## src/rtl/link_irq_pkg.sv

```systemverilog
package link_irq_pkg;
  typedef enum logic [1:0] {
    IRQ_IDLE = 2'd0,
    IRQ_ON   = 2'd1,
    IRQ_GAP  = 2'd2
  } irq_state_t;
endpackage

```

## src/rtl/rst_sync.sv

```systemverilog
module rst_sync (
  input  logic clk,
  input  logic rst_n,
  output logic rst_sync_n
);
  logic ff1_q;
  logic ff2_q;

  always_ff @(posedge clk or negedge rst_n) begin
    if (!rst_n) begin
      ff1_q <= 1'b0;
      ff2_q <= 1'b0;
    end else begin
      ff1_q <= 1'b1;
      ff2_q <= ff1_q;
    end
  end

  assign rst_sync_n = ff2_q;
endmodule

```

## src/rtl/link_irq_fsm.sv

```systemverilog
module link_irq_fsm
  import link_irq_pkg::*;
#(
  parameter int GAP_CYCLES = 3
) (
  input  logic clk,
  input  logic rst_n,
  input  logic link_up,
  input  logic ack_wr,
  output logic irq_active
);
  localparam int GW = $clog2(GAP_CYCLES + 1);

  irq_state_t    state_q, state_d;
  logic          link_q;
  logic          pend_q, pend_d;
  logic [GW-1:0] gap_q, gap_d;
  logic          chg;

  assign chg = link_up ^ link_q;

  // next-state logic
  always_comb begin
    state_d = state_q;
    pend_d  = pend_q;
    gap_d   = gap_q;
    unique case (state_q)
      IRQ_IDLE: begin
        if (chg) state_d = IRQ_ON;
      end
      IRQ_ON: begin
        if (ack_wr) begin
          if (pend_q || chg) begin
            state_d = IRQ_GAP;
            gap_d   = GW'(GAP_CYCLES - 1);
          end else begin
            state_d = IRQ_IDLE;
          end
          pend_d = 1'b0;
        end else if (chg) begin
          pend_d = 1'b1;
        end
      end
      IRQ_GAP: begin
        // changes in the gap merge into the coming reassertion
        if (gap_q == '0) state_d = IRQ_ON;
        else             gap_d   = gap_q - 1'b1;
      end
      default: state_d = IRQ_IDLE;
    endcase
  end

  // registers
  always_ff @(posedge clk or negedge rst_n) begin
    if (!rst_n) begin
      state_q <= IRQ_IDLE;
      link_q  <= 1'b0;
      pend_q  <= 1'b0;
      gap_q   <= '0;
    end else begin
      state_q <= state_d;
      link_q  <= link_up;
      pend_q  <= pend_d;
      gap_q   <= gap_d;
    end
  end

  assign irq_active = (state_q == IRQ_ON);

  p_raise_on_change_r1: assert property (@(posedge clk) disable iff (!rst_n)
    (state_q == IRQ_IDLE && chg) |=> irq_active);
  p_hold_until_ack_r2: assert property (@(posedge clk) disable iff (!rst_n)
    (irq_active && !ack_wr) |=> irq_active);
  p_idle_stays_r2: assert property (@(posedge clk) disable iff (!rst_n)
    (state_q == IRQ_IDLE && !chg) |=> !irq_active);
  p_gap_bound_r3: assert property (@(posedge clk) disable iff (!rst_n)
    (state_q == IRQ_GAP) |-> (gap_q < GW'(GAP_CYCLES)));
  p_gap_reassert_r3: assert property (@(posedge clk) disable iff (!rst_n)
    (state_q == IRQ_GAP && gap_q == '0) |=> irq_active);
  p_single_pending_r4: assert property (@(posedge clk) disable iff (!rst_n)
    pend_q |-> (state_q == IRQ_ON));
endmodule

```

## src/rtl/act_led_gen.sv

```systemverilog
module act_led_gen #(
  parameter int ACT_HOLD  = 2500000,
  parameter int BLINK_DIV = 2500000
) (
  input  logic clk,
  input  logic rst_n,
  input  logic act_pulse,
  output logic act_on,
  output logic blink
);
  localparam int AW = $clog2(ACT_HOLD + 1);
  localparam int DW = $clog2(BLINK_DIV + 1);

  logic [AW-1:0] hold_q, hold_d;
  logic [DW-1:0] div_q, div_d;
  logic          blink_q, blink_d;

  assign act_on = (hold_q != '0);

  always_comb begin
    hold_d = hold_q;
    if (act_pulse)      hold_d = AW'(ACT_HOLD);
    else if (act_on)    hold_d = hold_q - 1'b1;

    div_d   = div_q;
    blink_d = blink_q;
    if (!act_on) begin
      div_d   = '0;
      blink_d = 1'b0;
    end else if (div_q == DW'(BLINK_DIV - 1)) begin
      div_d   = '0;
      blink_d = ~blink_q;
    end else begin
      div_d = div_q + 1'b1;
    end
  end

  always_ff @(posedge clk or negedge rst_n) begin
    if (!rst_n) begin
      hold_q  <= '0;
      div_q   <= '0;
      blink_q <= 1'b0;
    end else begin
      hold_q  <= hold_d;
      div_q   <= div_d;
      blink_q <= blink_d;
    end
  end

  assign blink = blink_q;

  p_stretch_start_r9: assert property (@(posedge clk) disable iff (!rst_n)
    act_pulse |=> act_on);
  p_blink_rest_r8: assert property (@(posedge clk) disable iff (!rst_n)
    !act_on |=> !blink);
endmodule

```

## src/rtl/irq_pin_mux.sv

```systemverilog
module irq_pin_mux (
  input  logic pin_cfg,
  input  logic irq_level,
  input  logic act_on,
  input  logic coll,
  input  logic link_up,
  input  logic blink,
  output logic pin_act_n,
  output logic pin_col_n,
  output logic link_led_n
);
  always_comb begin
    if (pin_cfg) begin
      pin_act_n  = ~act_on;
      pin_col_n  = irq_level;
      link_led_n = ~link_up;
    end else begin
      pin_act_n  = irq_level;
      pin_col_n  = ~coll;
      if (!link_up)    link_led_n = 1'b1;
      else if (act_on) link_led_n = blink;
      else             link_led_n = 1'b0;
    end
  end
endmodule

```

## src/rtl/link_irq_ctrl.sv

```systemverilog
module link_irq_ctrl #(
  parameter int GAP_CYCLES = 3,
  parameter int ACT_HOLD   = 2500000,
  parameter int BLINK_DIV  = 2500000
) (
  input  logic clk,
  input  logic rst_n,
  input  logic link_up,
  input  logic act_pulse,
  input  logic coll,
  input  logic ack_wr,
  input  logic irq_invert,
  input  logic pin_cfg,
  output logic pin_act_n,
  output logic pin_col_n,
  output logic link_led_n
);
  logic rst_int_n;
  logic irq_active;
  logic irq_level;
  logic act_on;
  logic blink;

  rst_sync u_rst (
    .clk       (clk),
    .rst_n     (rst_n),
    .rst_sync_n(rst_int_n)
  );

  link_irq_fsm #(.GAP_CYCLES(GAP_CYCLES)) u_fsm (
    .clk       (clk),
    .rst_n     (rst_int_n),
    .link_up   (link_up),
    .ack_wr    (ack_wr),
    .irq_active(irq_active)
  );

  act_led_gen #(.ACT_HOLD(ACT_HOLD), .BLINK_DIV(BLINK_DIV)) u_act (
    .clk      (clk),
    .rst_n    (rst_int_n),
    .act_pulse(act_pulse),
    .act_on   (act_on),
    .blink    (blink)
  );

  assign irq_level = irq_invert ? irq_active : ~irq_active;

  irq_pin_mux u_mux (
    .pin_cfg   (pin_cfg),
    .irq_level (irq_level),
    .act_on    (act_on),
    .coll      (coll),
    .link_up   (link_up),
    .blink     (blink),
    .pin_act_n (pin_act_n),
    .pin_col_n (pin_col_n),
    .link_led_n(link_led_n)
  );

  p_irq_on_col_pin_r6: assert property (@(posedge clk) disable iff (!rst_int_n)
    (pin_cfg && irq_active) |-> (pin_col_n == irq_invert));
  p_irq_on_act_pin_r7: assert property (@(posedge clk) disable iff (!rst_int_n)
    (!pin_cfg && irq_active) |-> (pin_act_n == irq_invert));
  p_led_dark_no_link_r8: assert property (@(posedge clk) disable iff (!rst_int_n)
    !link_up |-> link_led_n);
endmodule

```

## config.mk

```make
export PLATFORM = sky130hd
export DESIGN_NAME = link_irq_ctrl
export DESIGN_NICKNAME = d
export VERILOG_FILES = /design/src/rtl/link_irq_pkg.sv /design/src/rtl/rst_sync.sv /design/src/rtl/link_irq_fsm.sv /design/src/rtl/act_led_gen.sv /design/src/rtl/irq_pin_mux.sv /design/src/rtl/link_irq_ctrl.sv
export SDC_FILE = /design/constraint.sdc
export NUM_CORES = 1
export LEC_CHECK = 0
export BUFFER_PORTS_ARGS = -buffer_cell sky130_fd_sc_hd__buf_2
export CORE_MARGIN = 5
export CORE_UTILIZATION = 53
export CTS_CLUSTER_DIAMETER = 50
export DETAILED_ROUTE_END_ITERATION = 7
export PLACE_DENSITY = 0.7
export SETUP_SLACK_MARGIN = 0.05
export SLEW_MARGIN = 25
export SYNTH_ARGS = -nofsm -noshare
export SYNTH_HDL_FRONTEND = slang
export SYNTH_SLANG_ARGS = --single-unit
```

## constraint.sdc

```tcl
create_clock -name clk -period 5.8 [get_ports clk]
set_input_delay 1.74 -clock clk [delete_from_list [all_inputs] [get_ports clk]]
set_output_delay 1.74 -clock clk [all_outputs]
set_load 0.02 [all_outputs]
```

After elaboration in Yosys (flattened, before gate mapping)
Index checks and enable logic that the tools add are counted.
W data, S select, Z words.
- register bits after elaboration: 53
- input bits: 8
- output and inout port bits: 3
- $add $sub $neg: 3
- equal/unequal tests: 9
- multiplexer cells: 23
- bitwise logic cells: 6
- reductions and logical operators: 10
- operator list (cell ; number):
    $mux W22 ; 4
    $add A22 B1 Y22 const B ; 1
    $eq A22 B22 Y1 const B ; 1
    $reduce_bool A22 Y1 ; 1
    $sub A22 B1 Y22 const B ; 1
    $mux W2 ; 7
    $mux W1 ; 10
    $ne A2 B1 Y1 const B ; 3
    $ne A2 B2 Y1 const B ; 3
    $pmux W2 S3 ; 1
    $reduce_bool A2 Y1 ; 3
    $not A1 Y1 ; 5
    $logic_not A2 Y1 ; 2
    $pmux W2 S2 ; 1
    $reduce_and A4 Y1 ; 1
    $reduce_and A3 Y1 ; 1
    $eq A2 B1 Y1 const B ; 1
    $eq A2 B2 Y1 const B ; 1
    $reduce_and A2 Y1 ; 1
    $sub A2 B1 Y2 const B ; 1
    $logic_or A1 B1 Y1 ; 1
    $xor A1 B1 Y1 ; 1

Depth between registers and ports, before layout
Gate-level depths: netlist of run 1.
- word-level depth: 5
- mapped depth: 7
- gate-level depth less buffers: 5

Modules after synthesis
From an unflattened synthesis of run 1, not the netlist that was laid out.
- cells, all modules: 275
- area, all modules: 2693.8 sq um
- modules (own cells, without submodules) (module ; instances ; cells each ; area each (sq um) ; seq. area each (sq um)):
    act_led_gen ; 1 ; 239 ; 2324.7 ; 1126.1
    link_irq_fsm ; 1 ; 26 ; 280.3 ; 150.1
    rst_sync ; 1 ; 3 ; 53.8 ; 50.0
    irq_pin_mux ; 1 ; 6 ; 26.3 ; 0.0
    link_irq_ctrl ; 1 ; 1 ; 8.8 ; 0.0

Least setup slack after synthesis of run 1
OpenSTA, ideal clock, no wires.
- kind: input-to-output
- from: input pin_cfg
- to: output link_led_n
- arrival: 2.337 ns
- required time: 4.060 ns
- setup slack: 1.723 ns
- stages on the path: 2
- buffers on the path: 0
- path through: nand2b_1 -> o21ai_0
- word-level cells in the longest chain between the ends: 1
- ends and longest elaborated chain (what ; line ; source):
    start, declared ; link_irq_ctrl.sv:13 ; input logic pin_cfg,
    $mux W1 ; irq_pin_mux.sv:13 ; if (pin_cfg) begin
    end, declared ; link_irq_ctrl.sv:16 ; output logic link_led_n
Every way passes these cells.

Final worst setup path of run 1
- from: register u_act.hold_q[8]
- to: output pin_act_n
- word-level cells in the longest chain between the ends: 3
- ends and longest elaborated chain (what ; line ; source):
    start, declared ; act_led_gen.sv:14 ; logic [AW-1:0] hold_q, hold_d;
    start signal, assigned ; act_led_gen.sv:44 ; hold_q <= hold_d;
    $reduce_bool A22 Y1 ; act_led_gen.sv:18 ; assign act_on = (hold_q != '0);
    $not A1 Y1 ; irq_pin_mux.sv:14 ; pin_act_n = ~act_on;
    $mux W1 ; irq_pin_mux.sv:13 ;
    end, declared ; link_irq_ctrl.sv:14 ; output logic pin_act_n,
Every way passes these cells.

==> results of run 1 <==
-- metrics by stage --
| step | util | hold slack [ps] | instances | worst slack, ps |
|---|---|---|---|---|
| global route | 0.590 | 374 | 376 | 1150 |
| global placement | 0.570 | 336 | 368 | 1680 |
| finish | 0.590 | 350 | 376 | 1420 |
| detailed placement | 0.571 | 341 | 368 | 1660 |
| floorplan | - | 331 | 298 | 1720 |
| CTS | 0.590 | 362 | 376 | 1430 |
-- layout by cell type, fill, tap and decap left out, drive strengths merged, types with 3 or more instances in the layout --
cell type	synthesis	layout
a21oi	20	20
and3	3	3
and4	4	4
buf	4	11
clkbuf	7	7
dfrtp	53	53
ha	3	3
inv	10	10
mux2	7	7
mux2i	5	5
nand2	13	13
nand3	15	15
nand4	13	13
nor2	38	38
nor2b	11	11
nor3	6	6
nor4	10	10
nor4bb	3	3
o21ai	14	14
o31ai	4	4
or3	7	7
or4	5	5
xnor2	9	9
xor2	7	7
-- metal layers --
layer | share of wire | wire (um) | track usage | up-vias
met2 | 0.45 | 2490 | 0.262 | 38
met3 | 0.040 | 219 | 0.0355 | 9
met4 | 0.016 | 89 | 0.0599 | 0
met1 | 0.49 | 2730 | 0.234 | 1112
li1 | - | - | - | 1097
met5 | 0 | 0 | 0 | -
-- kinds of logic (layout without fill, tap and decap cells) --
logic type | count (synthesis) | in the layout
xor gates and xnor gates | 16 | 16
other | 1 | 1
AOI/OAI and AO/OA | 55 | 55
adders and majority gates | 3 | 3
buffers and inverters | 21 | 29
and+or+nand+nor | 137 | 137
DFF | 53 | 53
muxes | 12 | 12
-- worst max path at each step --
stage / endpoint / depth (start not counted)
final: pin_act_n / 5
after floorplan: link_led_n / 2
after CTS: pin_act_n / 5
after global routing: pin_act_n / 5
after global placement: pin_act_n / 4
after detailed placement: pin_act_n / 4
-- cell type report --
| type | count | share of cell area |
|---|---|---|
| multi-input combinational | 224 | 0.475 |
| clock inverter | 1 | 0.00163 |
| timing repair buffer | 11 | 0.0187 |
| sequential | 53 | 0.433 |
| inverter | 10 | 0.0122 |
| tap | 70 | 0.0285 |
| clock buffer | 7 | 0.0314 |
-- registers in the layout (all words and copies together), names as in the netlist --
name and count:
u_act.blink 1, u_act.div_q 22, u_fsm.gap_q 2, u_fsm.state_q 2, u_rst.ff1_q 1, u_act.hold_q 22, u_fsm.pend_q 1, u_rst.rst_sync_n 1
u_fsm.link_q 1
-- synthesized netlist by cell type, types with 2 or more instances --
cell type	number
a21oi_2	3
mux2_1	2
xor2_1	7
buf_2	2
a21oi_1	17
and3_1	3
ha_1	3
or3_1	7
or4_1	4
mux2_2	4
nor4bb_1	3
a2111oi_0	2
nor3_1	6
o21ai_0	14
dfrtp_1	53
or2_2	2
nand3_1	15
nor2b_1	11
nor2_1	38
clkbuf_1	6
o22ai_1	2
o31ai_1	4
inv_1	10
o41ai_1	2
and4_1	4
nand2_1	13
nor4_4	2
mux2i_1	5
xnor2_1	9
a211o_1	2
buf_6	2
o211ai_1	2
nand4_1	12
nor4_1	7
-- power groups by stage --
| stage | clock network, mW | registers (mW) | logic (mW) |
|---|---|---|---|
| finish | 0.226 | 0.422 | 0.102 |
| detailed placement | 0 | 0.430 | 0.103 |
| global route | 0.249 | 0.427 | 0.115 |
| global placement | 0 | 0.428 | 0.0979 |
| floorplan | 0 | 0.423 | 0.0811 |
| CTS | 0.235 | 0.423 | 0.103 |
==> impl_metrics.yaml, run 1 <==
critical_path:
  critPathMaxFanout: 16
  worst_setup_path_start_kind: "register"
  crit_buf_inv: 1
  cp_data_required_time_ps: 4060
  path_cells: "nor4_2, nand3_1, nor2_1, mux2_2, buf_2"
  crit_arrival_ps: 2640
  critical_path.startpoint: "u_act.hold_q[8]$_DFFE_PN0P_"
  r2r-start: "u_act.hold_q[17]$_DFFE_PN0P_"
  reg2reg_to: "u_act.hold_q[4]$_DFFE_PN0P_"
  endpoint_kind: "output pin"
  slowest_delay_ps: 610
  r2r_slack_ps: 3310
  crit_family: "simple AND/OR/NAND/NOR gates"
  critPathKind: "reg2out"
  cp_slowest_cell: "nor4_2"
  ff2ff_path_depth: 4
timing:
  period_needed_ps: 4380
  min_period_over_period: 0.755
  finalClockSkew_ps: 12.2
  fmax_mhz: 228
  maxSlewHeadroom: 0.477
  hold_viol: 0
  setup_violations: 0
  worstMarginPinSlew_ps: 779
  slew_viol_final: 0
  rsz0062_at_grt: "false"
  setup_tns_ps: 0
routing:
  via_per_inst: 6.00
  drc: 0
  wirelength_mm: 5.53
  via_count: 2256
  drtIter0Drc: 189
  dr.pass1.iters: 4
  avgRoutedWirePerCell_um: 14.7
  antenna_left: 0
synth:
  avgSynthCellArea_sq_um: 9.67
  yosysUniqueCellTypes: 54
  yosys.area_share.adder: 0.0130
  postSynthCellCount: 298
  ys_async_sr_fraction: 1.00
  ys_warn_count: 0
  synth.top_cell.area_share: 0.460
  yosys.area.top_type: "dfrtp_1"
  synth_mux_area_frac: 0.0460
  synth_nets: 309
  synthTopCellsByArea: "dfrtp_1 46%, nor2_1 4.9%, a21oi_1 3.0%, xnor2_1 2.7%, nand3_1 2.6%"
  ys_seq_area_frac: 0.460
  syn-cell-area_sq_um: 2880
  synth_edf_count: 0
  synth_top_family_by_area: "simple AND/OR/NAND/NOR gates"
  synthSimpleGateAreaFrac: 0.274
  yosys_most_used_dff: "dfrtp_1"
  synth_compound_gate_area_share: 0.123
  synth_xor_area_frac: 0.0486
  synth_seq_cells: 53
clock_network:
  cts_root_buf: "clkbuf_8"
  ctsHoldBuffers: 0
  cts_tree: "built"
  cts_setup_buffers: 0
  cts_max_path_buffers: 2
  cts.sinks: 53
  clk_pin_slew_ps: 100
  cts_resized: 0
  htreeDepth: 2
  clkLatencyLatePin_ps: 310
  numCtsBuffers: 5
power_and_ir_drop:
  p_leak_nw: 1.20
  p_clk_frac: 0.302
  ir_drop_mv: 0.127
  power.share.combinational: 0.136
  p_int_mw: 0.549
  swShare: 0.268
  seqPwrFrac: 0.563
  p_switching_mw: 0.201
  power_per_cell_area_nw_per_um2: 244
  total_power_mw: 0.750
floorplan:
  rows: 26
  ioPinCount: 11
  die-width_um: 83.8
  core_sq_um: 5200
  initial_core_util: 0.554
  dieHeight_um: 83.8
  dieArea_sq_um: 7010
placement:
  dpl_cell_area_sq_um: 2970
  hpwl_mm: 3.80
  gp_congestion: 0.800
  port_buffers: 10
final_layout:
  finalInstanceArea_sq_um: 3070
  fin_nets: 316
  multi_input_area_sq_um: 1460
  antenna_cells: 0
  syn2layout_area_growth_pct: 6.60
  drive_gt1_frac: 0.124
  seq_area_sq_um: 1330
  fillers: 452
hold_path:
  hp-class: "reg2async"
global_routing:
  grt_pass1_vias: 2192
  grt_max_degree: 52
  overflow: 0
  antenna_found_initial: 0
  grt_pass1_wl_mm: 9.92
  grt_usage: 0.169
job:
  max_cap_violations: 0
run_status:
  status: "completed"
(Power assumes the default switching activity.)
==> inputs of run 2 (changes only) <==
PLACE_DENSITY = 0.73   (was 0.7)
clock period = 3.5 ns   (was 5.8 ns; I/O delays follow)
==> impl_metrics.yaml, run 2 (synthesis gave the netlist of run 1 again) <==
global_routing:
  grt_pass1_wl_mm: 9.38
  grt_pass1_vias: 2057
  antenna_found_initial: 0
  grt_max_degree: 52
  grt_usage: 0.159
  overflow: 0
timing:
  setup_tns_ps: 0
  min_period_over_period: 0.895
  slew_viol_final: 0
  hold_viol: 0
  worstMarginPinSlew_ps: 735
  rsz0062_at_grt: "false"
  setup_violations: 0
  fmax_mhz: 319
  maxSlewHeadroom: 0.506
  finalClockSkew_ps: 14.8
  setup_slack_ps: 369
  period_needed_ps: 3130
placement:
  hpwl_mm: 3.64
  gp_congestion: 0.790
  pre_cts_ws_ps: 739
  port_buffers: 10
floorplan:
  core_sq_um: 5200
  rows: 26
  die-width_um: 83.8
  dieHeight_um: 83.8
  ioPinCount: 11
  dieArea_sq_um: 7010
  initial_core_util: 0.554
routing:
  antenna_left: 0
  avgRoutedWirePerCell_um: 14.2
  wirelength_mm: 5.39
  via_per_inst: 6.06
  drc: 0
  drtIter0Drc: 120
  dr.pass1.iters: 4
  via_count: 2295
clock_network:
  htreeDepth: 2
  cts_resized: 0
  cts_root_buf: "clkbuf_8"
  cts_tree: "built"
  clk_pin_slew_ps: 100
  cts_max_path_buffers: 2
  clkLatencyLatePin_ps: 310
  ctsHoldBuffers: 0
  cts_setup_buffers: 0
  cts.sinks: 53
  numCtsBuffers: 5
run_status:
  status: "completed"
final_layout:
  final_util: 0.594
  antenna_cells: 0
  syn2layout_area_growth_pct: 7.20
  largestRegisters: "u_act.div_q (22), u_act.hold_q (22)"
  mostFrequentLayoutCells: "52 x dfrtp_1, 38 x nor2_1, 17 x a21oi_1, 15 x nand3_1, 14 x o21ai_0"
  layout_commonest_cell: "dfrtp_1"
  fin_nets: 319
  drive_gt1_frac: 0.133
critical_path:
  endpoint_kind: "output pin"
  critPathKind: "reg2out"
  crit_arrival_ps: 2080
  cp_data_required_time_ps: 2450
  worst_setup_path_start_kind: "register"
  critPathMaxFanout: 7
power_and_ir_drop:
  power_per_cell_area_nw_per_um2: 397
  ir_drop_mv: 0.304
  p_leak_nw: 1.21
hold_path:
  hp-class: "reg2async"
job:
  max_cap_violations: 0
[run 2: metal layers]
| metal | up-vias | track usage | routed length (um) | share of wire |
|---|---|---|---|---|
| met3 | 9 | 0.0375 | 215 | 0.040 |
| met2 | 50 | 0.243 | 2390 | 0.44 |
| met1 | 1126 | 0.228 | 2720 | 0.51 |
| met5 | - | 0 | 0 | 0 |
| met4 | 0 | 0.0424 | 57 | 0.011 |
| li1 | 1110 | - | - | - |
[run 2: report_power, final]
group	leakage (nW)	switching [mW]	total (mW)	internal, mW
logic	0.498	0.0876	0.166	0.0784
registers	0.662	0.0472	0.699	0.652
clock network	0.0512	0.201	0.362	0.161
[run 2: layout make-up]
type	count	area, sq um
Timing Repair Buffer	14	80.1
Inverter	10	37.5
Sequential cell	53	1330
Fill cell	455	2110
Multi-Input combinational cell	224	1460
Tap cell	70	87.6
Clock inverter	2	13.8
Clock buffer	6	82.6
[run 2: through the flow]
step,std cells,hold WS (ps),total power [mW],area (sq um)
after floorplan,298,331,0.835,2880
after global placement,371,342,0.873,2990
after detailed placement,371,341,0.881,2990
after CTS,379,375,1.25,3090
after global routing,379,383,1.30,3090
final,379,350,1.23,3090
[run 2: worst max-delay path, cell delays in order, from the launching register on]
cell and delay [ps]:
dfrtp_1 440, nor4_1 500, nand4_1 140, buf_4 190
nor2_1 170, mux2_2 180, buf_2 150
[run 2: worst paths after layout]
check	start	slack, ps	endpoint	cells after the start
setup / recovery	u_act.hold_q[17]$_DFFE_PN0P_	370	pin_act_n	6
hold / removal	u_rst.rst_sync_n$_DFF_PN0_	350	u_act.div_q[0]$_DFF_PN0_	0
setup reg to reg	u_act.hold_q[17]$_DFFE_PN0P_	1030	u_act.hold_q[3]$_DFFE_PN0P_	4
hold reg to reg	u_rst.rst_sync_n$_DFF_PN0_	350	u_act.div_q[0]$_DFF_PN0_	0
max in group asynchronous	u_rst.rst_sync_n$_DFF_PN0_	2710	u_act.hold_q[10]$_DFFE_PN0P_	0
min in group clk	u_rst.ff1_q$_DFF_PN0_	370	u_rst.rst_sync_n$_DFF_PN0_	0
